[src/rtl/relu_pool_pkg.sv]
package relu_pool_pkg;
  // Source of the comparison reference for one incoming value
  typedef enum logic [1:0] {
    REF_ZERO = 2'd0,   // first value of a cell: compare with zero (ReLU)
    REF_MEM  = 2'd1,   // stored partial maximum from memory
    REF_FWD  = 2'd2    // value written in the previous cycle
  } ref_sel_e;
endpackage

[src/rtl/rp_addr_gen.sv]
module rp_addr_gen #(
  parameter int MAP_W    = 8,
  parameter int MAP_H    = 6,
  parameter int NUM_MAPS = 3,
  parameter int XW       = 3,
  parameter int YW       = 3,
  parameter int MW       = 2,
  parameter int AW       = 6
) (
  input  logic [XW-1:0] x,
  input  logic [YW-1:0] y,
  input  logic [MW-1:0] map,
  output logic [AW-1:0] addr,
  output logic          first
);
  localparam int PW    = MAP_W / 2;
  localparam int PH    = MAP_H / 2;
  localparam int PLANE = PW * PH;

  logic [AW-1:0] col_p;
  logic [AW-1:0] row_p;
  logic [AW-1:0] map_p;

  always_comb begin
    col_p = AW'(x >> 1);
    row_p = AW'(y >> 1);
    map_p = AW'(map);
    addr  = map_p * AW'(PLANE) + row_p * AW'(PW) + col_p;
    first = ~x[0] & ~y[0];
  end
endmodule

[src/rtl/rp_fwd_unit.sv]
module rp_fwd_unit
  import relu_pool_pkg::*;
#(
  parameter int DATA_W = 16,
  parameter int AW     = 6
) (
  input  logic              clk,
  input  logic              rst_n,
  input  logic              cur_first,
  input  logic [AW-1:0]     cur_addr,
  input  logic              wr_en,
  input  logic [AW-1:0]     wr_addr,
  input  logic [DATA_W-1:0] wr_data,
  output ref_sel_e          sel,
  output logic [DATA_W-1:0] fwd_data
);
  logic              last_v, last_v_nx;
  logic [AW-1:0]     last_a, last_a_nx;
  logic [DATA_W-1:0] last_d, last_d_nx;
  logic              last_ld;

  always_comb begin
    last_v_nx = wr_en;
    last_ld   = wr_en;
    last_a_nx = wr_addr;
    last_d_nx = wr_data;
  end

  always_ff @(posedge clk or negedge rst_n) begin
    if (!rst_n) begin
      last_v <= 1'b0;
      last_a <= '0;
      last_d <= '0;
    end else begin
      last_v <= last_v_nx;
      if (last_ld) begin
        last_a <= last_a_nx;
        last_d <= last_d_nx;
      end
    end
  end

  always_comb begin
    if (cur_first)                           sel = REF_ZERO;
    else if (last_v && (last_a == cur_addr)) sel = REF_FWD;
    else                                     sel = REF_MEM;
    fwd_data = last_d;
  end

  // forwarding selected only when the previous cycle wrote that same cell
  a_r7_fwd_hit: assert property (@(posedge clk) disable iff (!rst_n)
    (sel == REF_FWD) |-> ($past(wr_en) && ($past(wr_addr) == cur_addr)));
endmodule

[src/rtl/rp_max_cmp.sv]
module rp_max_cmp
  import relu_pool_pkg::*;
#(
  parameter int DATA_W = 16
) (
  input  logic [DATA_W-1:0] sample,
  input  ref_sel_e          sel,
  input  logic [DATA_W-1:0] mem_data,
  input  logic [DATA_W-1:0] fwd_data,
  output logic [DATA_W-1:0] result
);
  logic signed [DATA_W-1:0] ref_v;
  logic signed [DATA_W-1:0] smp_v;

  always_comb begin
    unique case (sel)
      REF_ZERO: ref_v = '0;
      REF_FWD:  ref_v = $signed(fwd_data);
      default:  ref_v = $signed(mem_data);
    endcase
    smp_v  = $signed(sample);
    result = (smp_v > ref_v) ? sample : DATA_W'(ref_v);
  end

  // output never falls below either operand in signed order
  always_comb begin
    a_r9_signed_max: assert ($signed(result) >= smp_v && $signed(result) >= ref_v);
  end
endmodule

[src/rtl/relu_maxpool_stream.sv]
module relu_maxpool_stream
  import relu_pool_pkg::*;
#(
  parameter int  DATA_W   = 16,
  parameter int  MAP_W    = 8,
  parameter int  MAP_H    = 6,
  parameter int  NUM_MAPS = 3,
  localparam int XW       = (MAP_W > 1) ? $clog2(MAP_W) : 1,
  localparam int YW       = (MAP_H > 1) ? $clog2(MAP_H) : 1,
  localparam int MW       = (NUM_MAPS > 1) ? $clog2(NUM_MAPS) : 1,
  localparam int DEPTH    = NUM_MAPS * (MAP_W / 2) * (MAP_H / 2),
  localparam int AW       = (DEPTH > 1) ? $clog2(DEPTH) : 1
) (
  input  logic              clk,
  input  logic              rst_n,
  input  logic              in_valid,
  input  logic [DATA_W-1:0] in_data,
  input  logic [XW-1:0]     in_x,
  input  logic [YW-1:0]     in_y,
  input  logic [MW-1:0]     in_map,
  output logic              rd_en,
  output logic [AW-1:0]     rd_addr,
  input  logic [DATA_W-1:0] rd_data,
  output logic              wr_en,
  output logic [AW-1:0]     wr_addr,
  output logic [DATA_W-1:0] wr_data
);
  // Stage A: address and read issue
  logic [AW-1:0] addr_a;
  logic          first_a;

  rp_addr_gen #(
    .MAP_W(MAP_W), .MAP_H(MAP_H), .NUM_MAPS(NUM_MAPS),
    .XW(XW), .YW(YW), .MW(MW), .AW(AW)
  ) u_addr (
    .x(in_x), .y(in_y), .map(in_map), .addr(addr_a), .first(first_a)
  );

  assign rd_en   = in_valid & ~first_a;
  assign rd_addr = addr_a;

  // Stage B: compare and write
  logic              b_valid, b_valid_nx;
  logic              b_first, b_first_nx;
  logic [AW-1:0]     b_addr,  b_addr_nx;
  logic [DATA_W-1:0] b_data,  b_data_nx;
  logic              b_ld;

  always_comb begin
    b_valid_nx = in_valid;
    b_ld       = in_valid;
    b_first_nx = first_a;
    b_addr_nx  = addr_a;
    b_data_nx  = in_data;
  end

  always_ff @(posedge clk or negedge rst_n) begin
    if (!rst_n) begin
      b_valid <= 1'b0;
      b_first <= 1'b0;
      b_addr  <= '0;
      b_data  <= '0;
    end else begin
      b_valid <= b_valid_nx;
      if (b_ld) begin
        b_first <= b_first_nx;
        b_addr  <= b_addr_nx;
        b_data  <= b_data_nx;
      end
    end
  end

  ref_sel_e          sel;
  logic [DATA_W-1:0] fwd_data;
  logic [DATA_W-1:0] cmp_out;

  rp_fwd_unit #(.DATA_W(DATA_W), .AW(AW)) u_fwd (
    .clk(clk), .rst_n(rst_n),
    .cur_first(b_first), .cur_addr(b_addr),
    .wr_en(wr_en), .wr_addr(wr_addr), .wr_data(wr_data),
    .sel(sel), .fwd_data(fwd_data)
  );

  rp_max_cmp #(.DATA_W(DATA_W)) u_cmp (
    .sample(b_data), .sel(sel), .mem_data(rd_data),
    .fwd_data(fwd_data), .result(cmp_out)
  );

  assign wr_en   = b_valid;
  assign wr_addr = b_addr;
  assign wr_data = cmp_out;

  // a read only ever accompanies a valid input
  a_r1_rd_needs_valid: assert property (@(posedge clk) disable iff (!rst_n)
    rd_en |-> in_valid);
  // one write exactly one cycle after each valid input, none otherwise
  a_r5_write_follows: assert property (@(posedge clk) disable iff (!rst_n)
    in_valid |=> wr_en);
  a_r5_no_stray_write: assert property (@(posedge clk) disable iff (!rst_n)
    !in_valid |=> !wr_en);
  // write lands on the address that was read the cycle before
  a_r4_same_cell: assert property (@(posedge clk) disable iff (!rst_n)
    rd_en |=> (wr_addr == $past(rd_addr)));
  // ReLU output is never negative
  a_r6_nonneg: assert property (@(posedge clk) disable iff (!rst_n)
    wr_en |-> !wr_data[DATA_W-1]);
  // an even/even value opens a cell without reading
  a_r3_no_read_first: assert property (@(posedge clk) disable iff (!rst_n)
    (in_valid && !in_x[0] && !in_y[0]) |-> !rd_en);
endmodule

[config.mk]
export PLATFORM = sky130hd
export DESIGN_NAME = relu_maxpool_stream
export DESIGN_NICKNAME = d
export VERILOG_FILES = /design/src/rtl/relu_pool_pkg.sv /design/src/rtl/rp_addr_gen.sv /design/src/rtl/rp_fwd_unit.sv /design/src/rtl/rp_max_cmp.sv /design/src/rtl/relu_maxpool_stream.sv
export SDC_FILE = /design/constraint.sdc
export NUM_CORES = 1
export LEC_CHECK = 0
export BUFFER_PORTS_ARGS = -buffer_cell sky130_fd_sc_hd__buf_2
export CAP_MARGIN = 10
export CORE_UTILIZATION = 40
export CTS_CLUSTER_SIZE = 8
export DETAILED_ROUTE_END_ITERATION = 12
export SKIP_LAST_GASP = 1
export SLEW_MARGIN = 10
export SYNTH_ARGS = -nofsm -noshare
export SYNTH_HDL_FRONTEND = slang
export SYNTH_SLANG_ARGS = --single-unit
[constraint.sdc]
create_clock -name clk -period 5.98 [get_ports clk]
set_input_delay 1.196 -clock clk [delete_from_list [all_inputs] [get_ports clk]]
set_output_delay 1.196 -clock clk [all_outputs]
set_load 0.1 [all_outputs]
# Yosys cells after proc, flatten, opt, wreduce, memory -nomap -nowiden
# Cells that the tools add are included.
dict set report word_totals {
  ff_bits 47
  input_bits 43
  out_inout_bits 30
  wordCells 24
}
dict set report classes {
  n_addsub 2
  mul 1
  magnitude_cmp 1
  n_eq_ne 2
  n_mux 4
  n_bitwise 5
  reduce_logical 2
}
# op count
set ops {}
lappend ops {{$pmux W16 S2} 1}
lappend ops {{$gt A16 B16 Y1} 1}
lappend ops {{$mux W16} 1}
lappend ops {{$add A6 B2 Y6} 1}
lappend ops {{$add A6 B4 Y6} 1}
lappend ops {{$eq A6 B6 Y1} 1}
lappend ops {{$mul A2 B2 Y4 const B} 1}
lappend ops {{$mux W2} 2}
lappend ops {{$not A1 Y1} 3}
lappend ops {{$and A1 B1 Y1} 2}
lappend ops {{$eq A2 B2 Y1 const B} 1}
lappend ops {{$logic_not A2 Y1} 1}
lappend ops {{$logic_and A1 B1 Y1} 1}

# Depth between registers and ports, before layout
dict set report depth {
  ltp_word 8
  mapped_depth 16
}

# Hierarchy
# Synthesis repeated with hierarchy kept, for this count alone.
dict set report hier_totals {
  hier_cells 218
  hier_area_um2 2834.0
}
# mod n_inst cells_each area_each_um2
set modules_own_cells {}
lappend modules_own_cells {relu_maxpool_stream 1 51 988.4}
lappend modules_own_cells {rp_fwd_unit 1 57 954.7}
lappend modules_own_cells {rp_max_cmp 1 94 753.2}
lappend modules_own_cells {rp_addr_gen 1 16 137.6}

# Worst setup path after synthesis
# No wires, ideal clock.
dict set report synth_path {
  kind {reg2out}
  start {reg b_addr[3], in the netlist wr_addr[3]}
  end {out wr_data[0]}
  t_arrival_ns 6.555
  slack_ns -1.771
  path_stages_with_launch 14
  n_path_buf 3
  cell_sequence {dfrtp_1 -> xnor2_1 -> nand4_1 -> or4_4 -> buf_6 -> buf_2 -> mux2i_1 -> or2_2 -> ha_1 -> and4_1 -> a21oi_1 -> a31oi_2 -> clkbuf_1 -> o41ai_1}
}
dict set report synth_between {
  elab_chain_cells 8
}
# element line_no
set synth_lines {}
lappend synth_lines {{start: declaration} relu_maxpool_stream.sv:45} ;# logic [AW-1:0] b_addr, b_addr_nx;
lappend synth_lines {{start signal: assignment} relu_maxpool_stream.sv:67} ;# b_addr <= b_addr_nx;
lappend synth_lines {{$eq A6 B6 Y1 (*)} rp_fwd_unit.sv:45} ;# else if (last_v && (last_a == cur_addr)) sel = REF_FWD;
lappend synth_lines {{$logic_and A1 B1 Y1 (*)} rp_fwd_unit.sv:45}
lappend synth_lines {{$mux W2 (*)} rp_fwd_unit.sv:45}
lappend synth_lines {{$mux W2 (*)} rp_fwd_unit.sv:44} ;# if (cur_first) sel = REF_ZERO;
lappend synth_lines {{$eq A2 B2 Y1 / $logic_not A2 Y1 (equally long branches)} rp_max_cmp.sv:16} ;# unique case (sel)
lappend synth_lines {{$pmux W16 S2 (*)} rp_max_cmp.sv:16}
lappend synth_lines {{$gt A16 B16 Y1} rp_max_cmp.sv:22} ;# result = (smp_v > ref_v) ? sample : DATA_W'(ref_v);
lappend synth_lines {{$mux W16 (*)} rp_max_cmp.sv:22}
lappend synth_lines {{end: declaration} relu_maxpool_stream.sv:26} ;# output logic [DATA_W-1:0] wr_data
# Every way passes the cells marked *; elsewhere a longest branch is shown, timed or not.

# Final worst setup path
dict set report layout_path {
  start {reg b_addr[3], in the netlist wr_addr[3]}
  end {out wr_data[9]}
}
# Same word-level chain as after synthesis.

==> run metrics <==
internal power 654 uW; crit-path cells xnor2_1 > nand4_1 > or4_4 > mux2i_1 > or2_2 > ha_1 > and4_1 > nand3_1 > a21o_1 > a31oi_4 > buf_4 > o21ai_0 > o31ai_2 > buf_2; synthesized netlist cell count ~280; vias in the first global route 2515; synthesized area per cell 10.8 sq um; Pins Over Slew Limit 0; CP arrival approximately 4.4 ns; CTS tree done; Logic pwr share 51.5%; fin crit share 94.1%; Post-synth EDFFs 0; clk root buf clkbuf_8; commonest non-fill, non-tap cells in the layout buf_2, dfrtp_1, mux2_2, o21ai_0, ha_1; Iteration-0 DRC Markers 84; Worst-path clk slew 0.11 ns; RSZ-0062 raised after global routing false; number of max-cap violations 0; fin worst setup slack 0.355 ns; Core Region ~0.0073 sq mm; DIE WIDTH 89.5 um; Slew HR 29.4%; Layout Skew 0.00747 ns; Mapped Area 0.00306 sq mm; row count 31; slowest CP cell or4_4; Placement Setup Slack 0.340 ns; Leakage approximately 0.0018 uW; Total Die Area 0.00801 sq mm; CP peak stage delay 0.67 ns; routed length per instance 16.5 um; busiest grt layer met2; clock share of power 16.8%; H-tree lvl count 2; Total Nets Final 413; Synth area leaders dfrtp_1, mux2_2, ha_1; post-synth top area share about two fifths; CTS buffer count 5; post-synth top area cell dfrtp_1; NetSw 678 uW; Hold WC Path Type flip-flop to flip-flop; Initial Util 41.8%; layout cell share with drive strength beyond 1 between 40 and 50%; Yosys cell types 34; # diodes 0; total power roughly 1300 uW; Worst-Margin Slew 1.06 ns; PD cells 354 mW/mm^2; TNS Setup 0 ns; total wire length 7400 um; Vias 2582; I/O Buffers 72; status completed; crit path launch type flip-flop; initial antenna violation count 0; power share of the sequential group between 30% and 40%; final hold vios 0; commonest non-fill, non-tap cell in the layout buf_2; Synthesis Warnings 0; Post-DP Area 0.00362 sq mm; GP Congestion ~0.76; final setup vio count 0; Vias/cell 5.75; CP required ~4.8 ns; Post-DP HPWL between 5000 and 6000 um; drt first pass iters 4; DRC violations left 0; post-synthesis sequential area ratio 38.4%; post-route ant nets 0; met3 GRT Util 3.51%; largest net degree at the start of global routing 48; M1 GR Usage 26.5%; Layout Utilization 51.3%; peak supply drop between 0.0002 and 0.00025 V; first-pass GRT wire length between 10000 and 15000 um; remaining global-route overflow 0; Synth async-reset ratio 100%; cts hold-fix bufs 0; Critical Path Sink Type output pin; post-route cell area 0.00376 sq mm; maximum clock path buffer count 2; #FFs+latches synth 47; io pins 73; Switching Share 50.9%; fin crit period about 5.6 ns; Area growth syn-to-layout 22.6%; clock sink count 47; gr usage total 20.2%; syn nets 348; M2 GR Usage 33.6%; clk_lat worst skew 0.32 ns; Crit Path Class flip-flop to output pin; f_max 178 MHz; die height 89.5 um; top_reg_cell synth dfrtp_1; top fanout value on the critical path 33
-- power by group through the flow --
stage | combinational [uW] | sequential, uW | clock, uW
CTS | 690 | 423 | 228
detailed placement | 678 | 428 | 0
global route | 734 | 431 | 242
floorplan | 522 | 460 | 0
finish | 686 | 422 | 224
global placement | 673 | 427 | 0
-- final timing paths --
kind	cells past startpoint	start	to	slack, ns
worst max register to register	12	wr_addr[3]$_DFFE_PN0P_	u_fwd.fwd_data[7]$_DFFE_PN0P_	1.56
min in group asynchronous	2	rst_n	u_fwd.last_a[3]$_DFFE_PN0P_	0.97
worst min-delay path	1	u_fwd.fwd_data[3]$_DFFE_PN0P_	u_fwd.fwd_data[3]$_DFFE_PN0P_	0.52
worst max-delay path	14	wr_addr[3]$_DFFE_PN0P_	wr_data[9]	0.36
worst min register to register	1	u_fwd.fwd_data[3]$_DFFE_PN0P_	u_fwd.fwd_data[3]$_DFFE_PN0P_	0.52
max in group asynchronous	2	rst_n	b_data[8]$_DFFE_PN0P_	4.60
-- area by class of cell --
| class | instances | area (sq um) |
|---|---|---|
| well taps | 99 | 124 |
| multi-input cells | 207 | 1890 |
| clock buffers | 5 | 68.8 |
| inverters | 4 | 15.0 |
| repair buffers | 84 | 450 |
| flip-flops and latches | 47 | 1180 |
| clock inverters | 3 | 31.3 |
| fillers | 686 | 3570 |
-- flip-flops by register name, summed over array words and instances (netlist names) --
register        count
u_fwd.fwd_data     16
u_fwd.last_v        1
u_fwd.last_a        6
wr_en               1
wr_addr             6
b_first             1
b_data             16
-- repair_timing --
| item | in CTS | in global routing |
|---|---|---|
| gates resized for setup | 0 | 0 |
| endpoints found under the setup margin | 11 | 0 |
| setup buffers | 5 | 0 |
-- per-stage QoR --
stage                     hold WS (ns)  cells
after floorplan                  0.480    284
after global placement           0.494    436
after detailed placement         0.498    436
after CTS                        0.527    449
after global routing             0.541    449
final                            0.521    449
-- cells by family after synthesis --
kind of cell             count (synthesis)  synth area share [%]
XOR/XNOR                                 8                  2.29
flip-flops                              47                  38.4
buffers and inverters                   30                  4.61
adder cells (fa/ha/maj)                 21                  8.82
AND/OR/NAND/NOR                         67                  14.0
AO/OA/AOI/OAI                           67                  16.4
multiplexers                            44                  15.5
-- worst max-delay path, delay by kind of cell (launching register included) --
family                   cells  cell delay [ns]
AND/OR/NAND/NOR              5             1.49
buffers and inverters        2             0.70
AO/OA/AOI/OAI                4             0.69
flip-flops                   1             0.43
adder cells (fa/ha/maj)      1             0.42
multiplexers                 1             0.19
XOR/XNOR                     1             0.18
-- cell usage after synthesis, drive strengths merged, types with 6 or more instances --
master,number
a21oi,8
a221o,16
buf,9
clkbuf,17
dfrtp,47
ha,20
mux2,28
mux2i,16
nand2,6
nand4b,16
nor3,16
o21ai,20
o31ai,15
or2,15
-- layer usage --
metal / part of all wire, % / vias to the layer above
met5: 0 / -
met4: 1.8 / 0
met3: 3.4 / 11
met2: 47 / 64
met1: 48 / 1279
li1: - / 1228
Note: power is estimated with default switching activity, not from simulation.
